File: src/rtl/psearch_pkg.sv
package psearch_pkg;

  // strobes from the sequencer to the measurement datapath
  typedef struct packed {
    logic clrAcc;     // start of a measurement window
    logic accEn;      // window open
    logic evalEn;     // window closed, compare against best
    logic evalFirst;  // first code of the sweep, take unconditionally
  } dpCtrl_t;

  typedef enum logic [1:0] {
    ST_IDLE,
    ST_APPLY,
    ST_MEAS,
    ST_EVAL
  } seqState_t;

endpackage

File: src/rtl/psearch_dp.sv
module psearch_dp
  import psearch_pkg::*;
#(
  parameter int PIX_W   = 10,
  parameter int PHASE_W = 5,
  parameter int ACC_W   = 32,
  parameter int N_COL   = 3
) (
  input  logic                        clk,
  input  logic                        rstN,
  input  logic                        softRst,
  input  dpCtrl_t                     ctl,
  input  logic                        pixValid,
  input  logic [N_COL-1:0][PIX_W-1:0] pix,
  input  logic [N_COL-1:0]            colorDis,
  input  logic                        pickWorst,
  input  logic [PHASE_W-1:0]          curPhase,
  output logic [PHASE_W-1:0]          bestPhase
);

  logic [N_COL-1:0][PIX_W-1:0] prevPix;
  logic [N_COL-1:0][PIX_W-1:0] contrib;
  logic                        havePrev;
  logic [ACC_W-1:0]            acc;
  logic [ACC_W-1:0]            stepSum;
  logic [ACC_W-1:0]            bestMetric;
  logic                        better;
  logic                        take;

  for (genvar c = 0; c < N_COL; c++) begin : gCol
    logic [PIX_W-1:0] absDiff;
    always_comb begin
      absDiff    = (pix[c] >= prevPix[c]) ? (pix[c] - prevPix[c]) : (prevPix[c] - pix[c]);
      contrib[c] = colorDis[c] ? '0 : absDiff;
    end
    always_ff @(posedge clk or negedge rstN) begin
      if (!rstN)                      prevPix[c] <= '0;
      else if (softRst)               prevPix[c] <= '0;
      else if (ctl.accEn && pixValid) prevPix[c] <= pix[c];
    end
  end

  always_comb begin
    stepSum = '0;
    for (int c = 0; c < N_COL; c++) stepSum = stepSum + ACC_W'(contrib[c]);
  end

  always_comb begin
    better = pickWorst ? (acc > bestMetric) : (acc < bestMetric);
    take   = ctl.evalEn && (ctl.evalFirst || better);
  end

  always_ff @(posedge clk or negedge rstN) begin
    if (!rstN) begin
      acc        <= '0;
      havePrev   <= 1'b0;
      bestMetric <= '0;
      bestPhase  <= '0;
    end else if (softRst) begin
      acc        <= '0;
      havePrev   <= 1'b0;
      bestMetric <= '0;
      bestPhase  <= '0;
    end else begin
      if (ctl.clrAcc) begin
        acc      <= '0;
        havePrev <= 1'b0;
      end else if (ctl.accEn && pixValid) begin
        havePrev <= 1'b1;
        if (havePrev) acc <= acc + stepSum;
      end
      if (take) begin
        bestMetric <= acc;
        bestPhase  <= curPhase;
      end
    end
  end

endmodule

File: src/rtl/psearch_ctrl.sv
module psearch_ctrl
  import psearch_pkg::*;
#(
  parameter int PHASE_W    = 5,
  parameter int FAST_DWELL = 28,
  parameter int SLOW_DWELL = 64
) (
  input  logic               clk,
  input  logic               rstN,
  input  logic               softRst,
  input  logic               vsync,
  input  logic               start,
  input  logic               slowMode,
  input  logic               syncUpdate,
  input  logic [PHASE_W-1:0] bestPhase,
  output dpCtrl_t            ctl,
  output logic [PHASE_W-1:0] curPhase,
  output logic [PHASE_W-1:0] phaseCode,
  output logic               busy,
  output logic               done
);

  localparam int MAX_DWELL = (SLOW_DWELL > FAST_DWELL) ? SLOW_DWELL : FAST_DWELL;
  localparam int CNT_W     = $clog2(MAX_DWELL + 1);
  localparam logic [PHASE_W-1:0] LAST_PHASE = {PHASE_W{1'b1}};

  seqState_t        state;
  logic             vsPrev;
  logic             vsRise;
  logic             applyGo;
  logic             lastStep;
  logic [CNT_W-1:0] dwell;
  logic [CNT_W-1:0] dwellLim;

  always_comb begin
    vsRise        = vsync & ~vsPrev;
    applyGo       = ~syncUpdate | vsRise;
    dwellLim      = slowMode ? CNT_W'(SLOW_DWELL - 1) : CNT_W'(FAST_DWELL - 1);
    ctl.clrAcc    = (state == ST_APPLY) && applyGo && !lastStep;
    ctl.accEn     = (state == ST_MEAS);
    ctl.evalEn    = (state == ST_EVAL);
    ctl.evalFirst = (curPhase == '0);
  end

  always_ff @(posedge clk or negedge rstN) begin
    if (!rstN) begin
      state     <= ST_IDLE;
      vsPrev    <= 1'b0;
      curPhase  <= '0;
      phaseCode <= '0;
      lastStep  <= 1'b0;
      dwell     <= '0;
      busy      <= 1'b0;
      done      <= 1'b0;
    end else if (softRst) begin
      state     <= ST_IDLE;
      vsPrev    <= 1'b0;
      curPhase  <= '0;
      phaseCode <= '0;
      lastStep  <= 1'b0;
      dwell     <= '0;
      busy      <= 1'b0;
      done      <= 1'b0;
    end else begin
      vsPrev <= vsync;
      done   <= 1'b0;
      unique case (state)
        ST_IDLE: if (start) begin
          curPhase <= '0;
          lastStep <= 1'b0;
          busy     <= 1'b1;
          state    <= ST_APPLY;
        end
        ST_APPLY: if (applyGo) begin
          phaseCode <= lastStep ? bestPhase : curPhase;
          dwell     <= '0;
          if (lastStep) begin
            busy  <= 1'b0;
            done  <= 1'b1;
            state <= ST_IDLE;
          end else begin
            state <= ST_MEAS;
          end
        end
        ST_MEAS: if (vsRise) begin
          if (dwell == dwellLim) state <= ST_EVAL;
          else                   dwell <= dwell + 1'b1;
        end
        ST_EVAL: begin
          if (curPhase == LAST_PHASE) lastStep <= 1'b1;
          else                        curPhase <= curPhase + 1'b1;
          state <= ST_APPLY;
        end
        default: state <= ST_IDLE;
      endcase
    end
  end

endmodule

File: src/rtl/phase_search.sv
module phase_search
  import psearch_pkg::*;
#(
  parameter int PIX_W      = 10,
  parameter int PHASE_W    = 5,
  parameter int ACC_W      = 32,
  parameter int FAST_DWELL = 28,
  parameter int SLOW_DWELL = 64
) (
  input  logic               clk,
  input  logic               rstN,
  input  logic               softRst,
  input  logic               vsync,
  input  logic               pixValid,
  input  logic [PIX_W-1:0]   pixRed,
  input  logic [PIX_W-1:0]   pixGreen,
  input  logic [PIX_W-1:0]   pixBlue,
  input  logic [2:0]         colorDis,
  input  logic               start,
  input  logic               pickWorst,
  input  logic               slowMode,
  input  logic               syncUpdate,
  output logic [PHASE_W-1:0] phaseCode,
  output logic               busy,
  output logic               done
);

  dpCtrl_t                ctl;
  logic [PHASE_W-1:0]     curPhase;
  logic [PHASE_W-1:0]     bestPhase;
  logic [2:0][PIX_W-1:0]  pixBus;

  assign pixBus = {pixBlue, pixGreen, pixRed};

  psearch_ctrl #(
    .PHASE_W(PHASE_W), .FAST_DWELL(FAST_DWELL), .SLOW_DWELL(SLOW_DWELL)
  ) uCtrl (
    .clk(clk), .rstN(rstN), .softRst(softRst), .vsync(vsync), .start(start),
    .slowMode(slowMode), .syncUpdate(syncUpdate), .bestPhase(bestPhase),
    .ctl(ctl), .curPhase(curPhase), .phaseCode(phaseCode), .busy(busy), .done(done)
  );

  psearch_dp #(
    .PIX_W(PIX_W), .PHASE_W(PHASE_W), .ACC_W(ACC_W), .N_COL(3)
  ) uDp (
    .clk(clk), .rstN(rstN), .softRst(softRst), .ctl(ctl), .pixValid(pixValid),
    .pix(pixBus), .colorDis(colorDis), .pickWorst(pickWorst),
    .curPhase(curPhase), .bestPhase(bestPhase)
  );

endmodule

File: config.mk
export PLATFORM = sky130hd
export DESIGN_NAME = phase_search
export DESIGN_NICKNAME = d
export VERILOG_FILES = /design/src/rtl/psearch_pkg.sv /design/src/rtl/psearch_dp.sv /design/src/rtl/psearch_ctrl.sv /design/src/rtl/phase_search.sv
export SDC_FILE = /design/constraint.sdc
export NUM_CORES = 1
export LEC_CHECK = 0
export ABC_AREA = 1
export ABC_CLOCK_PERIOD_IN_PS = 5050
export CORE_MARGIN = 3
export CORE_UTILIZATION = 55
export DETAILED_ROUTE_END_ITERATION = 8
export DONT_BUFFER_PORTS = 1
export GPL_TIMING_DRIVEN = 0
export PLACE_DENSITY = 0.72
export SETUP_SLACK_MARGIN = 0.15
export SLEW_MARGIN = 15
export SYNTH_ARGS = -nofsm -noshare
export SYNTH_HDL_FRONTEND = slang
export SYNTH_SLANG_ARGS = --single-unit
File: constraint.sdc
create_clock -name clk -period 5.05 [get_ports clk]
set_input_delay 1.01 -clock clk [delete_from_list [all_inputs] [get_ports clk]]
set_output_delay 1.01 -clock clk [all_outputs]
set_load 0.005 [all_outputs]
* After elaboration in Yosys (flattened, before gate mapping)
Index checks and enable logic that the tools add are counted.
** Storage, ports and cells
- Register bits :: 123
- Input bits :: 42
- Output and inout port bits :: 7
- Logic and storage cells :: 131
** Cells by class
- Add/sub/neg operators :: 11
- Order comparisons :: 5
- Equality and inequality tests :: 13
- Multiplexer cells :: 59
- Bitwise operators :: 4
- Reductions and logical operators :: 24
** Operators by type and width (number)
- two-way mux 32 bit :: 6
- two-way mux 10 bit :: 12
- subtractor 10 bit :: 6
- two-way mux 5 bit :: 9
- adder 32 x 10 -> 32 bit :: 1
- adder 32 bit :: 1
- greater-than comparator 32 bit :: 1
- less-than comparator 32 bit :: 1
- >= comparator 10 bit :: 3
- two-way mux 7 bit :: 4
- != test 3 bit, second input constant :: 6
- two-way mux 1 bit :: 16
- nonzero test 3 bit :: 5
- case mux 7 bit (2 select lines) :: 1
- two-way mux 2 bit :: 6
- AND reduction 4 bit :: 3
- adder 10 x 10 -> 11 bit :: 1
- case mux 5 bit (2 select lines) :: 1
- case mux 2 bit (4 select lines) :: 1
- nonzero test 2 bit :: 4
- adder 7 x 1 -> 7 bit, second input constant :: 1
- == test 7 bit :: 1
- two-way mux 6 bit :: 1
- != test 3 x 2 -> 1 bit, second input constant :: 2
- 15 further kinds :: 23

* Logic depth before layout (Yosys ltp)
- Depth after elaboration :: 10
- Gate-level depth with buffers :: 35
- Mapped depth without buffers :: 34

* By module
Synthesis repeated with hierarchy kept, for this count alone.
** Unflattened totals
- Cells, all modules :: 1441
- Area total of the unflattened synthesis :: 10561.4 µm²
** By module, submodules not included
- psearch_dp :: times used 1, cells each 1245, area an instance 9121.2 µm², sequential area each 2502.4 µm²
- psearch_ctrl :: times used 1, cells each 196, area an instance 1440.1 µm², sequential area each 575.6 µm²

* Worst setup path before layout
No wires, ideal clock.
- Path type :: input -> register
- From :: input pixRed[3]
- To :: register uDp.acc[26]
- Arrival time :: 5374 ps
- Path slack :: -441 ps
- Stages :: 32
- Buffers on the path :: 2
- Path through :: inv_1 -> ha_1 -> buf_2 -> a21oi_1 -> o21ai_1 -> a221oi_2 -> nand3_1 -> buf_2 -> o21ai_1 -> nor2_1 -> ha_1 -> a21oi_1 -> nand2_1 -> nand4_1 -> o211ai_1 -> a21o_1 -> a21oi_1 -> xor2_1 -> fa_1 -> inv_1 -> ha_1 -> nand2_1 -> nor2_1 -> nand4_1 -> o21ai_2 -> nand2_4 -> nor2_4 -> nand2_2 -> nor2_2 -> nand2_1 -> nand2_1 -> nor2_1
** Between the ends
- Word-level cells in the longest chain between the ends :: 10
- Elaborated cells between the ends (all ways) :: 12
- Classes of those cells :: add/sub (5); order compare (1); mux (6)
** Ends and longest elaborated chain
- start, declared :: line phase_search.sv:15 : input logic [PIX_W-1:0] pixRed,
- subtractor 10 bit / >= comparator 10 bit (equally long branches) :: line psearch_dp.sv:33 : absDiff = (pix[c] >= prevPix[c]) ? (pix[c] - prevPix[c]) : (prevPix[c] - pix[c]);
- two-way mux 10 bit (*) :: line psearch_dp.sv:33
- two-way mux 10 bit (*) :: line psearch_dp.sv:34 : contrib[c] = colorDis[c] ? '0 : absDiff;
- adder 10 x 10 -> 11 bit (*) :: line psearch_dp.sv:45 : for (int c = 0; c < N_COL; c++) stepSum = stepSum + ACC_W'(contrib[c]);
- adder 32 x 10 -> 32 bit (*) :: line psearch_dp.sv:45
- adder 32 bit (*) :: line psearch_dp.sv:70 : if (havePrev) acc <= acc + stepSum;
- two-way mux 32 bit (*) :: line psearch_dp.sv:70
- two-way mux 32 bit (*) :: line psearch_dp.sv:68 : end else if (ctl.accEn && pixValid) begin
- two-way mux 32 bit (*) :: line psearch_dp.sv:65 : if (ctl.clrAcc) begin
- two-way mux 32 bit (*) :: line psearch_dp.sv:59 : end else if (softRst) begin
- end signal, assigned :: line psearch_dp.sv:70
- end, declared :: line psearch_dp.sv:24 : logic [ACC_W-1:0] acc;
Mark *: on every way between the ends. The rest lies on a longest branch, timed or not. The select of a mux whose other input is x is not followed.
A chain may end at the register's enable or synchronous reset.

* Worst setup path after layout
- From :: input pixRed[8]
- To :: register uDp.acc[29]
Same word-level chain as after synthesis.

==> run summary <==
The worst register-to-register path begins at uDp.prevPix[5]$_DFFE_PN0P_. Measured along the x axis, the die boundary spans 146 um. The count of antenna diodes in the layout came out at 0.

In the synthesized netlist the dominant register cell turns out to be sky130_fd_sc_hd__dfrtp_1. The clock latency reported for the late side of the worst-skew pair is 0.43 ns. The multi-input gate area in the final layout came out at ~0.0074 mm2. The commonest cells after synthesis are 273 x sky130_fd_sc_hd__nand2_1, 251 x sky130_fd_sc_hd__inv_1, 123 x sky130_fd_sc_hd__dfrtp_1. From bottom edge to top edge, the die measures approximately 150 um.

Across the run, the number of max-cap violations was 0. The total number of yosys warnings is 0. met2 is the most crowded layer. Counting every net in the synthesized netlist gives about 1600. The area fraction of the dominant cell type after synthesis came out at about 28%. The first global-routing pass estimated approximately 46000 um of wire. The leading cell type by number of instances after synthesis is sky130_fd_sc_hd__nand2_1. The portion of total power attributed to sequential cells is 23.0%.

The total count of hold-check failures in the final report is 0. In the post-synthesis netlist, the biggest area contributors are sky130_fd_sc_hd__dfrtp_1 28%, sky130_fd_sc_hd__ha_1 14%, sky130_fd_sc_hd__nand2_1 9.4%. The power density of the placed cells came out at around 350 mW/mm2. The number of antenna-violating nets in the routed design came out at 0. Timing would allow up to roughly 190 MHz. The aggregate negative setup slack is -1.71 ns.

The clock network fraction of total power came out at 27.8%. For met3 alone, demand over resource in global routing was around 4.8%. The largest individual stage delay along the critical path comes from the cell sky130_fd_sc_hd__fa_1. At the end of routability-driven placement, the weighted congestion stood at just over 0.9. The global-route track usage on met1 came out at 31.7%. The final worst setup slack came out at -0.171 ns.

After clock tree synthesis, the clock-pin slew on the worst setup and hold paths is 0.07 ns. The internal power came out at between 0.002 and 0.003 W. The number of filler instances in the final layout is between 1500 and 2000. The number of flops mapped to enable cells by yosys came out at 0. The number of antenna violations at the first check in global routing is 0. The number of primary I/O pins is between 40 and 50.

The final total power came out at between 0.004 and 0.005 W. The combinational share of power came out at 49.2%. The number of distinct library cell variants in the gate-level netlist after synthesis is 49. By startpoint and endpoint, the worst setup path is classified as in2reg. The total die area came out at ~0.021 mm2. After detailed routing, the number of remaining DRC violations is 0. The max-slew violation count is 0. The sequential cells in the finished layout cover a total of slightly above 0.003 mm2. In this run, the number of DRC markers left after iteration 0 of detailed routing was roughly 600.

The number of placement rows is 50. The number of nets in the layout came out at about 1700. The run finished, with violations left. The deepest clock path buffer count is 2. The via count of the first global-routing pass came out at just under 10000.

The smallest clock period supported by the final layout is computed as 5.22 ns. The number of detailed-routing iterations run before antenna repair is 5. The largest incremental delay on the critical path came out at roughly 0.5 ns. The met2 usage in global routing is 46.5%. The net switching fraction of the power came out at slightly above 40%. The sequential element share of the synthesized area is between 20% and 30%. In this run the worst path has a maximum fanout of 6. The total of buffers placed on input and output ports is 0. The number of cells on the worst reg-to-reg path came out at 29.

The checks that failed: setup timing. Summed over all instances, the cell type with the most area after synthesis is sky130_fd_sc_hd__dfrtp_1. The register-to-register setup slack came out at -0.01 ns.

The tree is rooted in a sky130_fd_sc_hd__clkbuf_16. The number of H-tree levels is 4. Synthesis produced a netlist whose cell count is around 1400. After layout, the worst path uses 103% of the clock period.

The routed wire length is approximately 28000 um. The final-report setup violation count came out at 16. The maximum vdd ir drop came out at roughly 0.27 mV.

In this run the critical register-to-register path is captured at uDp.acc[29]$_DFFE_PN0P_. The startpoint type of the worst setup path is a primary input. The clock net in this run drives a total of about 120 sinks.

The maximum number of pins on one net before global-route repair is roughly 120. The area growth from synthesis to layout came out at 21.4%. The region available for standard cell placement spans ~0.019 mm2. For this design the static power due to leakage is around 6.3 nW.

The ratio of cells with drive above 1 in the final layout came out at between 20 and 25%. The post-synthesis async set-or-reset flop share came out at 100%. Data on the critical path is required at its endpoint by between 5 and 6 ns. The global routing usage summed across all routing layers came out at around a quarter. The count of hold buffers inserted by post-cts repair is 0. After synthesis the cells add up to ~0.011 mm2. The via total after detailed routing came out at just under 10000.

The post-placement setup slack came out at -0.798 ns. The average detailed-routed wire length per instance is approximately 16 um. The number of vias per cell after detailed routing came out at 5.49.

Data on the critical path arrives at its endpoint at roughly 5.5 ns. The worst hold path belongs to the class in2async. Summed over all nets, the switching power comes to around 0.0019 W. The wire-length estimate of the detail-placed layout is 19500 um. The residual overflow from global routing came out at 0. The synthesized design contains around 120 register bits. The mean instance size in the synthesized netlist came out at 7.55 um2. Setup repair after global routing could not meet its margin everywhere. The number of clock buffers inserted by TritonCTS is 17. The slew at the pin with the worst max-slew slack came out at slightly above 0.8 ns. The CTS tree is done.

The element type at the critical path end is a register. The relative slew slack is a little under half. On the final layout, the worst clock skew is 0.00797 ns. The starting utilization of the core area came out at a little under three fifths.
==> metrics by stage <==
step / instance area [um2] / util, % / cells / hold WS, ns
3_3_place_gp: 11400 / 60.1 / 1696 / 0.480
2_1_floorplan: 11100 / - / 1436 / 0.468
5_1_grt: 13200 / 69.3 / 1778 / 0.253
6_report: 13200 / 69.3 / 1778 / 0.270
3_5_place_dp: 11400 / 60.1 / 1696 / 0.486
4_1_cts: 12700 / 66.7 / 1767 / 0.261
==> cells by family (layout without fill, tap and decap cells) <==
group                    count (synthesis)  after routing  synth area share [%]
XOR/XNOR                                64             64                  5.17
AND/OR/NAND/NOR                        561            561                  24.1
flip-flops                             123            123                  28.4
adder cells (fa/ha/maj)                137            137                  17.0
buffers and inverters                  304            386                  11.5
AO/OA/AOI/OAI                          247            247                  13.8
==> repair_timing <==
item                                    4_1_cts  5_1_grt
cloned                                        1        0
gates resized for setup                      80      109
setup buffers                                38       12
pin swaps                                    34       40
endpoints found under the setup margin       22       26
==> layout by cell type (no fill, tap or decap), types with 22 or more instances in the layout <==
master	instances
sky130_fd_sc_hd__nand2_1	242
sky130_fd_sc_hd__nor2_1	80
sky130_fd_sc_hd__nand3_2	36
sky130_fd_sc_hd__o21ai_1	22
sky130_fd_sc_hd__o22ai_1	37
sky130_fd_sc_hd__nand3_1	86
sky130_fd_sc_hd__buf_4	42
sky130_fd_sc_hd__inv_1	233
sky130_fd_sc_hd__ha_4	22
sky130_fd_sc_hd__dfrtp_1	123
sky130_fd_sc_hd__inv_2	22
sky130_fd_sc_hd__o21ai_0	36
sky130_fd_sc_hd__ha_1	95
sky130_fd_sc_hd__xor2_1	46
sky130_fd_sc_hd__a21oi_1	59
sky130_fd_sc_hd__nand2_2	25
==> layer usage <==
layer | up-vias | share of wire (%)
li1 | 4812 | -
met1 | 4634 | 42
met2 | 258 | 50
met3 | 66 | 4.8
met4 | 0 | 3.1
met5 | - | 0
==> power groups by stage <==
stage          sequential (W)  clock, W  combinational [W]
6_report              0.00107   0.00129            0.00229
5_1_grt               0.00108   0.00135            0.00252
4_1_cts               0.00107   0.00131            0.00202
3_5_place_dp          0.00109         0            0.00179
3_3_place_gp          0.00108         0            0.00176
2_1_floorplan         0.00108         0            0.00145
==> state kept, by name, summed over array words and instances (netlist names), 2 cells and up <==
| register | cells |
|---|---|
| uDp.bestMetric | 32 |
| uCtrl.curPhase | 5 |
| uDp.acc | 32 |
| uCtrl.phaseCode | 5 |
| uCtrl.state | 2 |
| uDp.bestPhase | 5 |
| uCtrl.dwell | 7 |
| uDp.prevPix | 30 |
==> layout make-up <==
type | instances | area share, %
clock buffers | 17 | 3.23
multi-input cells | 1009 | 56.0
well taps | 260 | 2.47
plain buffers | 42 | 2.59
flip-flops and latches | 123 | 23.4
inverters | 262 | 7.80
clock inverters | 15 | 1.36
repair buffers | 50 | 3.21
==> worst max-delay path by stage <==
stage / start / to / slack, ns / cells after the start
after floorplan: pixGreen[5] / uDp.acc[26]$_DFFE_PN0P_ / -0.18 / 32
after global placement: pixGreen[7] / uDp.acc[26]$_DFFE_PN0P_ / -0.75 / 32
after detailed placement: pixGreen[0] / uDp.acc[26]$_DFFE_PN0P_ / -0.80 / 32
after CTS: pixGreen[5] / uDp.acc[26]$_DFFE_PN0P_ / -0.09 / 33
after global routing: pixGreen[6] / uDp.acc[26]$_DFFE_PN0P_ / -0.36 / 32
final: pixRed[8] / uDp.acc[29]$_DFFE_PN0P_ / -0.17 / 29
==> critical path, delay by kind of cell <==
kind,cells,cell delay [ns]
fa+ha+maj,4,1.43
xor+xnor,1,0.16
simple gates,13,1.47
buf+inv,5,0.50
compound gates,6,0.94
No activity file was read; power rests on OpenSTA's default activity.
